==> src/rtl/epoch_pipe_pkg.sv <==
package epoch_pipe_pkg;

    // Control fields carried beside every token identifier
    typedef struct packed {
        logic epoch;
        logic exc;
        logic irq;
    } tok_meta_t;

    typedef enum logic [1:0] {
        CAUSE_NONE = 2'd0,
        CAUSE_EXC  = 2'd1,
        CAUSE_IRQ  = 2'd2
    } trap_cause_e;

    // Synchronous exception outranks an attached interrupt
    function automatic trap_cause_e cause_of(tok_meta_t m);
        if (m.exc) return CAUSE_EXC;
        if (m.irq) return CAUSE_IRQ;
        return CAUSE_NONE;
    endfunction

    function automatic tok_meta_t stamp_epoch(tok_meta_t m, logic ep);
        tok_meta_t r;
        r = m;
        r.epoch = ep;
        return r;
    endfunction

    function automatic tok_meta_t attach_irq(tok_meta_t m, logic req);
        tok_meta_t r;
        r = m;
        r.irq = m.irq | req;
        return r;
    endfunction

endpackage

==> src/rtl/epoch_stage.sv <==
module epoch_stage
    import epoch_pipe_pkg::*;
#(
    parameter int TAG_W = 8,
    parameter bit STAMP = 1'b0
) (
    input  logic             clk,
    input  logic             rst,
    input  logic             flush,
    input  logic             up_valid,
    input  logic [TAG_W-1:0] up_tag,
    input  tok_meta_t        up_meta,
    output logic             up_ready,
    output logic             dn_valid,
    output logic [TAG_W-1:0] dn_tag,
    output tok_meta_t        dn_meta,
    input  logic             dn_ready,
    output logic             epoch
);

    logic             ep_q;
    logic             v_q;
    logic [TAG_W-1:0] tag_q;
    tok_meta_t        meta_q;
    logic             live;

    // A token whose tag disagrees with the local epoch counts as empty
    assign live     = v_q && (meta_q.epoch == ep_q);
    assign up_ready = !live || dn_ready;
    assign dn_valid = live;
    assign dn_tag   = tag_q;
    assign dn_meta  = meta_q;
    assign epoch    = ep_q;

    always_ff @(posedge clk) begin
        if (rst) begin
            ep_q   <= 1'b0;
            v_q    <= 1'b0;
            tag_q  <= '0;
            meta_q <= '0;
        end else begin
            ep_q <= ep_q ^ flush;
            if (up_ready) begin
                v_q    <= up_valid;
                tag_q  <= up_tag;
                meta_q <= STAMP ? stamp_epoch(up_meta, ep_q) : up_meta;
            end
        end
    end

    // a live token blocked downstream is still held next cycle
    a_r8_stage_hold: assert property (@(posedge clk) disable iff (rst)
        live && !dn_ready |=> v_q && $stable(tag_q) && $stable(meta_q));

endmodule

==> src/rtl/epoch_trap_unit.sv <==
module epoch_trap_unit
    import epoch_pipe_pkg::*;
#(
    parameter int          TAG_W   = 8,
    parameter int          ADDR_W  = 32,
    parameter logic [31:0] EXC_VEC = 32'h0000_0100,
    parameter logic [31:0] IRQ_VEC = 32'h0000_0200
) (
    input  logic              clk,
    input  logic              rst,
    input  logic              w_valid,
    input  logic [TAG_W-1:0]  w_tag,
    input  tok_meta_t         w_meta,
    output logic              w_ready,
    input  logic              ret_ready,
    output logic              ret_valid,
    output logic [TAG_W-1:0]  ret_tag,
    output logic              flush,
    output logic              trap_irq,
    output logic [TAG_W-1:0]  trap_tag,
    output logic [ADDR_W-1:0] redirect_addr
);

    trap_cause_e cause;

    assign cause     = w_valid ? cause_of(w_meta) : CAUSE_NONE;
    assign flush     = (cause != CAUSE_NONE);
    assign trap_irq  = (cause == CAUSE_IRQ);
    assign trap_tag  = w_tag;
    assign ret_valid = w_valid && (cause == CAUSE_NONE);
    assign ret_tag   = w_tag;
    // A trapping token leaves through the epoch toggle, not the consumer
    assign w_ready   = flush || ret_ready;

    always_comb begin
        case (cause)
            CAUSE_EXC: redirect_addr = EXC_VEC[ADDR_W-1:0];
            CAUSE_IRQ: redirect_addr = IRQ_VEC[ADDR_W-1:0];
            default:   redirect_addr = '0;
        endcase
    end

    // the cycle after a trap holds only stale tokens in writeback
    a_r10_single_pulse: assert property (@(posedge clk) disable iff (rst)
        flush |=> !flush);

endmodule

==> src/rtl/epoch_pipe.sv <==
module epoch_pipe
    import epoch_pipe_pkg::*;
#(
    parameter int          TAG_W   = 8,
    parameter int          NSTAGE  = 6,
    parameter int          DEC_IDX = 1,
    parameter int          ADDR_W  = 32,
    parameter logic [31:0] EXC_VEC = 32'h0000_0100,
    parameter logic [31:0] IRQ_VEC = 32'h0000_0200
) (
    input  logic              clk,
    input  logic              rst,
    input  logic              in_valid,
    output logic              in_ready,
    input  logic [TAG_W-1:0]  in_tag,
    input  logic              in_exc,
    input  logic              irq_req,
    input  logic              ret_ready,
    output logic              ret_valid,
    output logic [TAG_W-1:0]  ret_tag,
    output logic              trap_pulse,
    output logic              trap_irq,
    output logic [TAG_W-1:0]  trap_tag,
    output logic [ADDR_W-1:0] redirect_addr
);

    localparam int MARK_LINK = DEC_IDX + 1;

    // Link i feeds stage i; link NSTAGE feeds the writeback trap unit
    logic             lnk_valid [NSTAGE+1];
    logic [TAG_W-1:0] lnk_tag   [NSTAGE+1];
    tok_meta_t        lnk_meta  [NSTAGE+1];
    logic             lnk_ready [NSTAGE+1];

    logic             st_valid [NSTAGE];
    logic [TAG_W-1:0] st_tag   [NSTAGE];
    tok_meta_t        st_meta  [NSTAGE];
    logic [NSTAGE-1:0] ep_vec;
    logic             flush;

    assign lnk_valid[0] = in_valid && !flush;
    assign lnk_tag[0]   = in_tag;
    assign lnk_meta[0]  = '{epoch: 1'b0, exc: in_exc, irq: 1'b0};
    assign in_ready     = lnk_ready[0] && !flush;
    assign trap_pulse   = flush;

    for (genvar i = 0; i < NSTAGE; i++) begin : g_stage
        epoch_stage #(
            .TAG_W (TAG_W),
            .STAMP (i == 0)
        ) u_stage (
            .clk      (clk),
            .rst      (rst),
            .flush    (flush),
            .up_valid (lnk_valid[i]),
            .up_tag   (lnk_tag[i]),
            .up_meta  (lnk_meta[i]),
            .up_ready (lnk_ready[i]),
            .dn_valid (st_valid[i]),
            .dn_tag   (st_tag[i]),
            .dn_meta  (st_meta[i]),
            .dn_ready (lnk_ready[i+1]),
            .epoch    (ep_vec[i])
        );
    end

    for (genvar i = 1; i <= NSTAGE; i++) begin : g_link
        assign lnk_valid[i] = st_valid[i-1];
        assign lnk_tag[i]   = st_tag[i-1];
        if (i == MARK_LINK) begin : g_mark
            // Interrupt is attached to the token leaving decode
            assign lnk_meta[i] = attach_irq(st_meta[i-1], irq_req);
        end else begin : g_pass
            assign lnk_meta[i] = st_meta[i-1];
        end
    end

    epoch_trap_unit #(
        .TAG_W   (TAG_W),
        .ADDR_W  (ADDR_W),
        .EXC_VEC (EXC_VEC),
        .IRQ_VEC (IRQ_VEC)
    ) u_trap (
        .clk           (clk),
        .rst           (rst),
        .w_valid       (lnk_valid[NSTAGE]),
        .w_tag         (lnk_tag[NSTAGE]),
        .w_meta        (lnk_meta[NSTAGE]),
        .w_ready       (lnk_ready[NSTAGE]),
        .ret_ready     (ret_ready),
        .ret_valid     (ret_valid),
        .ret_tag       (ret_tag),
        .flush         (flush),
        .trap_irq      (trap_irq),
        .trap_tag      (trap_tag),
        .redirect_addr (redirect_addr)
    );

    // separately held epoch registers never disagree
    a_r6_epochs_agree: assert property (@(posedge clk) disable iff (rst)
        (ep_vec == '0) || (ep_vec == '1));

    // nothing stale retires right after a trap
    a_r10_quiet_after_trap: assert property (@(posedge clk) disable iff (rst)
        trap_pulse |=> !ret_valid);

    // an unaccepted retirement is held unchanged
    a_r8_ret_hold: assert property (@(posedge clk) disable iff (rst)
        ret_valid && !ret_ready |=> ret_valid && $stable(ret_tag));

endmodule

==> config.mk <==
export PLATFORM = sky130hd
export DESIGN_NAME = epoch_pipe
export DESIGN_NICKNAME = d
export VERILOG_FILES = /design/src/rtl/epoch_pipe_pkg.sv /design/src/rtl/epoch_stage.sv /design/src/rtl/epoch_trap_unit.sv /design/src/rtl/epoch_pipe.sv
export SDC_FILE = /design/constraint.sdc
export NUM_CORES = 1
export LEC_CHECK = 0
export ABC_AREA = 1
export BUFFER_PORTS_ARGS = -buffer_cell sky130_fd_sc_hd__clkbuf_2
export CAP_MARGIN = 20
export CORE_UTILIZATION = 40
export DETAILED_ROUTE_END_ITERATION = 10
export SETUP_SLACK_MARGIN = 0.1
export SLEW_MARGIN = 20
export SYNTH_ARGS = -nofsm -noshare
export SYNTH_HDL_FRONTEND = slang
export SYNTH_SLANG_ARGS = --single-unit
==> constraint.sdc <==
create_clock -name clk -period 5.1 [get_ports clk]
set_clock_uncertainty 0.15 [all_clocks]
set_input_delay 0 -clock clk [delete_from_list [all_inputs] [get_ports clk]]
set_output_delay 0 -clock clk [all_outputs]
set_load 0.01 [all_outputs]
* After elaboration in Yosys (flattened, before gate mapping)
Cells that the tools add are included.
** Operators by class
- Reduce and logical (&&, ||, !) cells :: 25
- Bitwise logic cells :: 6
- Mux-type cells :: 9
- Equal/unequal tests :: 8
** Operator list (count)
- 10-bit case mux with 2 select lines :: 1
- 2-bit 2-to-1 mux :: 5
- 1-bit logical AND :: 9
- 1-bit zero test :: 7
- 1-bit logical OR :: 7
- 1-bit == test :: 6
- 1-bit XOR :: 6
- 1-bit 2-to-1 mux :: 3
- 2-bit by 1-bit == test with 1-bit output (second input constant) :: 1
- 2-bit == test (second input constant) :: 1
- 2-bit zero test :: 1
- 2-bit nonzero test :: 1
** Storage, ports and cells
- Word-level logic and storage cells :: 82
- Flip-flop bits (word level) :: 76
- Output and inout port bits :: 52
- Input port bits :: 14

* Longest topological paths before layout
Gate-level depths: netlist of the first run.
- Depth after elaboration :: 14
- Depth in mapped cells :: 11
- Gate-level depth less buffers :: 10

* Modules after synthesis
A second synthesis of the first run with hierarchy kept.
** Unflattened totals
- Cells, all modules :: 581
- Area, all modules :: 4008.8 µm²
** By module, submodules not included
- epoch_stage (g_stage[1].u_stage ...) :: area an instance 600.6 µm², cells an instance 87, sequential area each 260.2 µm², instances 5
- epoch_stage (g_stage[0].u_stage) :: area an instance 579.3 µm², cells an instance 82, sequential area each 260.2 µm², instances 1
- epoch_trap_unit :: area an instance 396.6 µm², cells an instance 56, sequential area each 0.0 µm², instances 1
- epoch_pipe :: area an instance 30.0 µm², cells an instance 8, sequential area each 0.0 µm², instances 1

* Least setup slack after synthesis of the first run
OpenSTA, ideal clock, no wires.
- Path type :: flip-flop to flip-flop
- Start point :: register g_stage[3].u_stage.ep_q
- End point :: register g_stage[0].u_stage.meta_q (netlist bit g_stage[0].u_stage.dn_meta[1])
- Path slack :: 3.503 ns
- Data arrival time :: 1.331 ns
- Clock period less this slack :: 1.597 ns
- Cell stages (with the launch flop) :: 10
- Setup time :: 0.115 ns
- Buffers on the path :: 1
- Data required time :: 4.835 ns
- Cells stage by stage :: dfxtp_1 inv_1 o21ai_1 a21oi_1 nand4_4 nor2_4 buf_6 nand3_1 nand2_1 nor2_1
** On the way
- Longest elaborated chain between the ends :: 7
** Ends and longest elaborated chain
- from (decl) :: line epoch_stage.sv:21 : logic ep_q;
- from (signal assigned) :: line epoch_stage.sv:42 : ep_q <= ep_q ^ flush;
- 1-bit == test :: line epoch_stage.sv:28 : assign live = v_q && (meta_q.epoch == ep_q);
- 1-bit logical AND :: line epoch_stage.sv:28
- 1-bit zero test :: line epoch_stage.sv:29 : assign up_ready = !live || dn_ready;
- 1-bit logical OR (4 in series) :: line epoch_stage.sv:29
- to (signal assigned) :: line epoch_stage.sv:46 : meta_q <= STAMP ? stamp_epoch(up_meta, ep_q) : up_meta;
- to (decl) :: line epoch_stage.sv:24 : tok_meta_t meta_q;
No other way between the ends.
A chain may end at the register's enable or synchronous reset.

* Worst setup path after layout of the first run
- Start point :: register g_stage[3].u_stage.meta_q (netlist bit g_stage[3].u_stage.dn_meta[2])
- End point :: register g_stage[0].u_stage.v_q
** On the way
- Longest elaborated chain between the ends :: 7
** Ends and longest elaborated chain
- from (decl) :: line epoch_stage.sv:24
- from (signal assigned) :: line epoch_stage.sv:46
- 1-bit == test :: line epoch_stage.sv:28
- 1-bit logical AND :: line epoch_stage.sv:28
- 1-bit zero test :: line epoch_stage.sv:29
- 1-bit logical OR (4 in series) :: line epoch_stage.sv:29
- to (signal assigned) :: line epoch_stage.sv:44 : v_q <= up_valid;
- to (decl) :: line epoch_stage.sv:22 : logic v_q;
No other way between the ends.

==> results.json, run 1 <==
{
  "synth-seq-cells": 76,
  "dieArea_mm2": 0.00831,
  "hold_viol_final": 0,
  "clock-sinks": 76,
  "synth.distinct_cells": 24,
  "dp_hpwl_mm": 3.24,
  "viasPerCell": 4.23,
  "critPathMaxFanout": 31,
  "maxSlewViolCount": 0,
  "ys_warn_count": 0,
  "synth.largest_area_cell": "dfxtp_1",
  "clk_latency_ns": 0.34,
  "worstMarginPinSlew_ns": 0.984,
  "cpMostUsedCell": "a21oi_1",
  "core_area_mm2": 0.00769,
  "synth_top_area_share_pct": 47.9,
  "arrival_ns": 3.42,
  "hold_buffers": 15,
  "synth_common_cells": "76 x dfxtp_1, 71 x nor2_1, 47 x a21oi_1",
  "synth.area.top_cells": "dfxtp_1 48%, buf_4 9.2%, nor2_1 8.4%",
  "peakVddDrop_uv": 160,
  "drc": 0,
  "wire_per_inst_um": 9.25,
  "grt_pass1_vias": 2081,
  "clock_path_buffers": 2,
  "crit_family": "simple AND/OR/NAND/NOR gates",
  "place_congestion": 0.667,
  "dr.pass1.iters": 6,
  "cts_root_buf": "clkbuf_8",
  "antenna_left": 0,
  "crit_slowest_cell": "a21oi_1",
  "critPathCaptureType": "flip-flop",
  "rows": 32,
  "timing.max_cap.violations": 0,
  "syn_area_mm2": 0.00318,
  "drive_above_1_share_pct": 14.4,
  "nets": 448,
  "syn_area_per_cell_um2": 7.87,
  "setup_tns_ns": 0,
  "status": "finished clean",
  "rsz0062_at_grt": "false",
  "yosysSeqAreaShare_pct": 47.9,
  "path_cells": "o21ai_1 > a21oi_1 > nand4_4 > nor2_4 > nand2_1 > a21oi_1 > dlygate4sd3_1",
  "hold_class": "input port to flip-flop",
  "fill_cells": 814,
  "fp.dieW_um": 91.2,
  "crit_path_start_kind": "flip-flop",
  "ios": 66,
  "antenna_cells": 0,
  "fmax_mhz": 305,
  "fin_crit_sh_pct": 64.3,
  "synthFlopType": "dfxtp_1",
  "p_per_area_mw_per_mm2": 315,
  "power_uw": 1110,
  "grt_usage_pct": 13.2,
  "setup_violations": 0,
  "critPathBufInv": 1,
  "min_period_ns": 3.28,
  "vias": 2289,
  "start_util_pct": 41.4,
  "relSlewSlack_pct": 34.4,
  "areaGrowthSynthToFinish_pct": 11.1,
  "die_h_um": 91.2,
  "synth_edf_count": 0,
  "synth_most_common_cell": "dfxtp_1",
  "max_stage_delay_ns": 0.76,
  "grt_pass1_wl_mm": 8.87,
  "cts_tree": "yes",
  "post-cts-setup-buffers": 0,
  "cp.required_ns": 5.24,
  "synthCells": 404,
  "cts_resized": 0,
  "htree_levels": 3,
  "clkTransAtPathRegs_ns": 0.08,
  "gr-total-overflow": 0,
  "synth-async-reset-ratio_pct": 0,
  "drt_iter0_markers": 58,
  "routed_wl_mm": 5.00,
  "p_leak_uw": 0.00156,
  "portBuffers": 35,
  "path_class": "flip-flop to flip-flop",
  "cts_buffers": 9,
  "grt_max_degree": 38,
  "antenna_found_initial": 0
}
[registers in the layout, summed over array words and instances (netlist names)]
name and flops:
g_stage.u_stage.dn_tag 48, g_stage.u_stage.dn_meta 16, g_stage.u_stage.epoch 6, g_stage.u_stage.v_q 6
[metal layers]
metal  vias up  wire length [um]  GRT usage (%)
li1       1279                 -              -
met4         0                72           4.37
met1       951              2550           15.4
met3         9               218           5.28
met2        50              2160           22.0
met5         -                 0              0
[through the flow]
| stage | setup slack (ns) | hold WS, ns | instance area (um2) | util (%) | instances |
|---|---|---|---|---|---|
| floorplan | 3.50 | -0.0224 | 3290 | - | 433 |
| global placement | 2.21 | 0.0690 | 3190 | 41.4 | 510 |
| detailed placement | 2.14 | 0.0759 | 3190 | 41.4 | 510 |
| CTS | 1.80 | 0.240 | 3530 | 45.9 | 541 |
| global route | 1.44 | 0.269 | 3530 | 45.9 | 541 |
| finish | 1.82 | 0.253 | 3530 | 45.9 | 541 |
[path summary, 6_finish.rpt]
path                                 start                      endpoint  slack (ns)  cells past startpoint
max          g_stage[3].u_stage.dn_meta[2]        g_stage[0].u_stage.v_q        1.82                      7
min                              in_tag[0]  g_stage[0].u_stage.dn_tag[0]        0.25                      4
max reg2reg  g_stage[3].u_stage.dn_meta[2]        g_stage[0].u_stage.v_q        1.82                      7
min reg2reg   g_stage[1].u_stage.dn_tag[4]  g_stage[2].u_stage.dn_tag[4]        0.30                      2
[layout make-up]
cell class	instances	area (um2)	share of cell area (%)
Sequential cell	76	1520	43.1
Tap cell	102	128	3.61
Timing Repair Buffer	51	333	9.43
Clock inverter	7	67.6	1.91
Inverter	39	148	4.18
Clock buffer	9	124	3.51
Multi-Input combinational cell	257	1210	34.3
[placed cells by master (no fill, tap or decap), drive strengths merged]
| cell type | synthesis | routed |
|---|---|---|
| dfxtp | 76 | 76 |
| nor2 | 73 | 73 |
| o21ai | 50 | 50 |
| a21oi | 48 | 48 |
| clkbuf | 12 | 44 |
| inv | 38 | 38 |
| conb | 1 | 30 |
| nand2 | 29 | 29 |
| nand3 | 19 | 19 |
| dlygate4sd3 | 0 | 15 |
| clkinv | 1 | 4 |
| nor3 | 3 | 3 |
| clkinvlp | 0 | 3 |
| nand4 | 2 | 2 |
| xnor2 | 2 | 2 |
| nor3b | 1 | 1 |
| bufinv | 0 | 1 |
| buf | 49 | 1 |
[cells by family (layout without fill, tap and decap cells)]
| logic type | count (synthesis) | after routing | synth area share (%) |
|---|---|---|---|
| xor+xnor | 2 | 2 | 0.551 |
| flops | 76 | 76 | 47.9 |
| other cells | 1 | 30 | 0.118 |
| buf+inv | 100 | 106 | 17.6 |
| compound gates | 98 | 98 | 15.5 |
| simple gates | 127 | 127 | 18.3 |
[worst register-to-register path, stage by stage (launching register included)]
cell and delay, ns:
dfxtp_1 0.37, o21ai_1 0.08, a21oi_1 0.76, nand4_4 0.42, nor2_4 0.64, nand2_1 0.11
a21oi_1 0.14, dlygate4sd3_1 0.56
[report_power, final]
part	internal [uW]	switching [uW]
combinational	22.2	36.5
clock	223	217
sequential	606	6.08
(Power assumes the default switching activity.)
==> inputs of run 2 (changes only) <==
- ABC_AREA: 1 -> 0
- clock period: 5.1 -> 2.9 ns (I/O delays scaled with it)
==> results.json, run 2 <==
{
  "status": "finished clean",
  "routed_wl_mm": 5.77,
  "nets": 414,
  "viasPerCell": 4.73,
  "grt_usage_pct": 14.3,
  "drc": 0,
  "synth.distinct_cells": 29,
  "drive_above_1_share_pct": 15.1,
  "crit_path_start_kind": "flip-flop",
  "p_comb_share_pct": 5.0,
  "syn_area_mm2": 0.00329,
  "portBuffers": 35,
  "setup_tns_ns": 0,
  "timing.max_cap.violations": 0,
  "switching_power_uw": 442,
  "dp_hpwl_mm": 3.62,
  "cts_tree": "yes",
  "rows": 32,
  "synthAdderAreaFrac_pct": 0,
  "postLayoutCoreUtil_pct": 46.4,
  "p_per_area_mw_per_mm2": 515,
  "htree_levels": 3,
  "synth_mux_area_share_pct": 5.47,
  "layout_common_cells": "76 x dfxtp_1, 49 x a21oi_1, 35 x clkbuf_2",
  "dieArea_mm2": 0.00860,
  "fp.dieW_um": 92.8,
  "path_cells": "nor4b_4 > and4_1 > nand3_1 > and2_1 > clkbuf_2",
  "cts_buffers": 9,
  "critPathCaptureType": "output pin",
  "synth_compound_area_share_pct": 12.8,
  "path_class": "flip-flop to output pin",
  "largest_reg_flops": 48,
  "power_uw": 1880,
  "gr-total-overflow": 0,
  "setup_violations": 0,
  "drt_iter0_markers": 155,
  "relSlewSlack_pct": 47.5,
  "antenna_cells": 0,
  "areaGrowthSynthToFinish_pct": 10.6,
  "core_area_mm2": 0.00785,
  "max_stage_delay_ns": 0.69,
  "synthCells": 374,
  "intPower_uw": 1440,
  "grt_max_degree": 87,
  "yosysSeqAreaShare_pct": 46.2,
  "synth_top_area_share_pct": 46.2,
  "synth-async-reset-ratio_pct": 0,
  "dr.pass1.iters": 5,
  "fill_cells": 805,
  "final_common_cell": "dfxtp_1",
  "synth-xor-area-share_pct": 3.42,
  "rr_worst_depth": 5,
  "placed_area_mm2": 0.00335,
  "clk_latency_ns": 0.33,
  "yosys.area_share.simple_pct": 19.4,
  "clockPowerShare_pct": 37.6,
  "synth_top_family_by_area": "simple AND/OR/NAND/NOR gates",
  "synth_most_common_cell": "dfxtp_1",
  "cts_root_buf": "clkbuf_8",
  "grt_pass1_vias": 2154,
  "synth-seq-cells": 76,
  "clock-sinks": 76,
  "antenna_found_initial": 0,
  "start_util_pct": 42.0,
  "seqPwrFrac_pct": 57.4,
  "p_leak_uw": 0.00139,
  "antenna_left": 0,
  "cp.required_ns": 2.75,
  "peakVddDrop_uv": 349,
  "worstMarginPinSlew_ns": 0.787,
  "synth.largest_area_cell": "dfxtp_1",
  "clkTransAtPathRegs_ns": 0.08,
  "synth_edf_count": 0,
  "synthFlopType": "dfxtp_1",
  "ios": 66,
  "maxSlewViolCount": 0,
  "critPathMaxFanout": 18,
  "place_congestion": 0.700,
  "die_h_um": 92.8,
  "synth_common_cells": "76 x dfxtp_1, 49 x a21oi_1, 40 x buf_4",
  "clock_path_buffers": 2,
  "p_sw_share_pct": 23.5,
  "arrival_ns": 2.29,
  "wire_per_inst_um": 11.4,
  "cp.depth": 5,
  "critPathBufInv": 1,
  "finalInstanceArea_mm2": 0.00364,
  "ys_warn_count": 0,
  "synth.area.top_cells": "dfxtp_1 46%, buf_4 9.1%, a21oi_1 7.4%",
  "fin_crit_sh_pct": 84.2,
  "crit_slowest_cell": "and4_1",
  "min_period_ns": 2.44,
  "grt_pass1_wl_mm": 9.98,
  "syn_area_per_cell_um2": 8.81,
  "fmax_mhz": 410,
  "hold_depth": 3,
  "hold_viol_final": 0,
  "rsz0062_at_grt": "false",
  "vias": 2399,
  "hold_class": "input port to flip-flop",
  "crit_family": "simple AND/OR/NAND/NOR gates"
}
run 2: layout make-up:
cell class                 count  area [um2]  share of cell area (%)
sequential                    76        1520                    41.7
multi-input combinational    259        1480                    40.5
timing repair buffer          53         340                    9.34
clock buffer                  10         138                    3.78
tap                          102         128                    3.50
clock inverter                 6        38.8                    1.06
inverter                       1        3.75                   0.103
run 2: power by group through the flow:
stage | combinational (uW) | sequential (uW) | clock [uW]
2_1_floorplan | 93.3 | 1100 | 0
3_3_place_gp | 80.2 | 1100 | 0
3_5_place_dp | 81.1 | 1100 | 0
4_1_cts | 93.7 | 1080 | 730
5_1_grt | 107 | 1080 | 774
6_report | 94.2 | 1080 | 706
run 2: logic make-up after synthesis:
group	Yosys count
AND/OR/NAND/NOR	119
AO/OA/AOI/OAI	80
XOR/XNOR	12
other	1
buffers and inverters	68
flip-flops	76
multiplexers	18
run 2: path summary, 6_finish.rpt:
kind                                      start                       endpoint  slack [ns]
hold / removal                              rst       g_stage[1].u_stage.epoch        0.17
setup reg to reg  g_stage[5].u_stage.dn_meta[1]   g_stage[2].u_stage.dn_tag[2]        0.65
hold reg to reg   g_stage[4].u_stage.dn_meta[1]  g_stage[4].u_stage.dn_meta[1]        0.30
setup / recovery  g_stage[5].u_stage.dn_meta[1]                       in_ready        0.46
run 2: timing repair:
action | CTS | global route
endpoints found under the hold margin | 12 | 0
hold buffers | 12 | 0
resized for setup | 0 | 0
setup buffers | 0 | 0
run 2: stage by stage:
stage / setup slack (ns) / hold slack [ns] / std cells
5_1_grt: 0.251 / 0.183 / 507
2_1_floorplan: 1.11 / -0.00955 / 403
3_5_place_dp: 0.662 / 0.0926 / 479
3_3_place_gp: 0.721 / 0.0798 / 479
4_1_cts: 0.439 / 0.140 / 507
6_report: 0.459 / 0.166 / 507
run 2: routing by layer:
| metal | up-vias | wire length [um] | global-route usage [%] |
|---|---|---|---|
| li1 | 1264 | - | - |
| met1 | 1062 | 2930 | 19.3 |
| met2 | 67 | 2550 | 22.2 |
| met5 | - | 0 | 0 |
| met3 | 6 | 245 | 3.94 |
| met4 | 0 | 51 | 4.62 |
run 2: worst min-delay path: stages:
cell,delay (ns)
clkbuf_2,0.08
buf_4,0.34
nor2_1,0.17
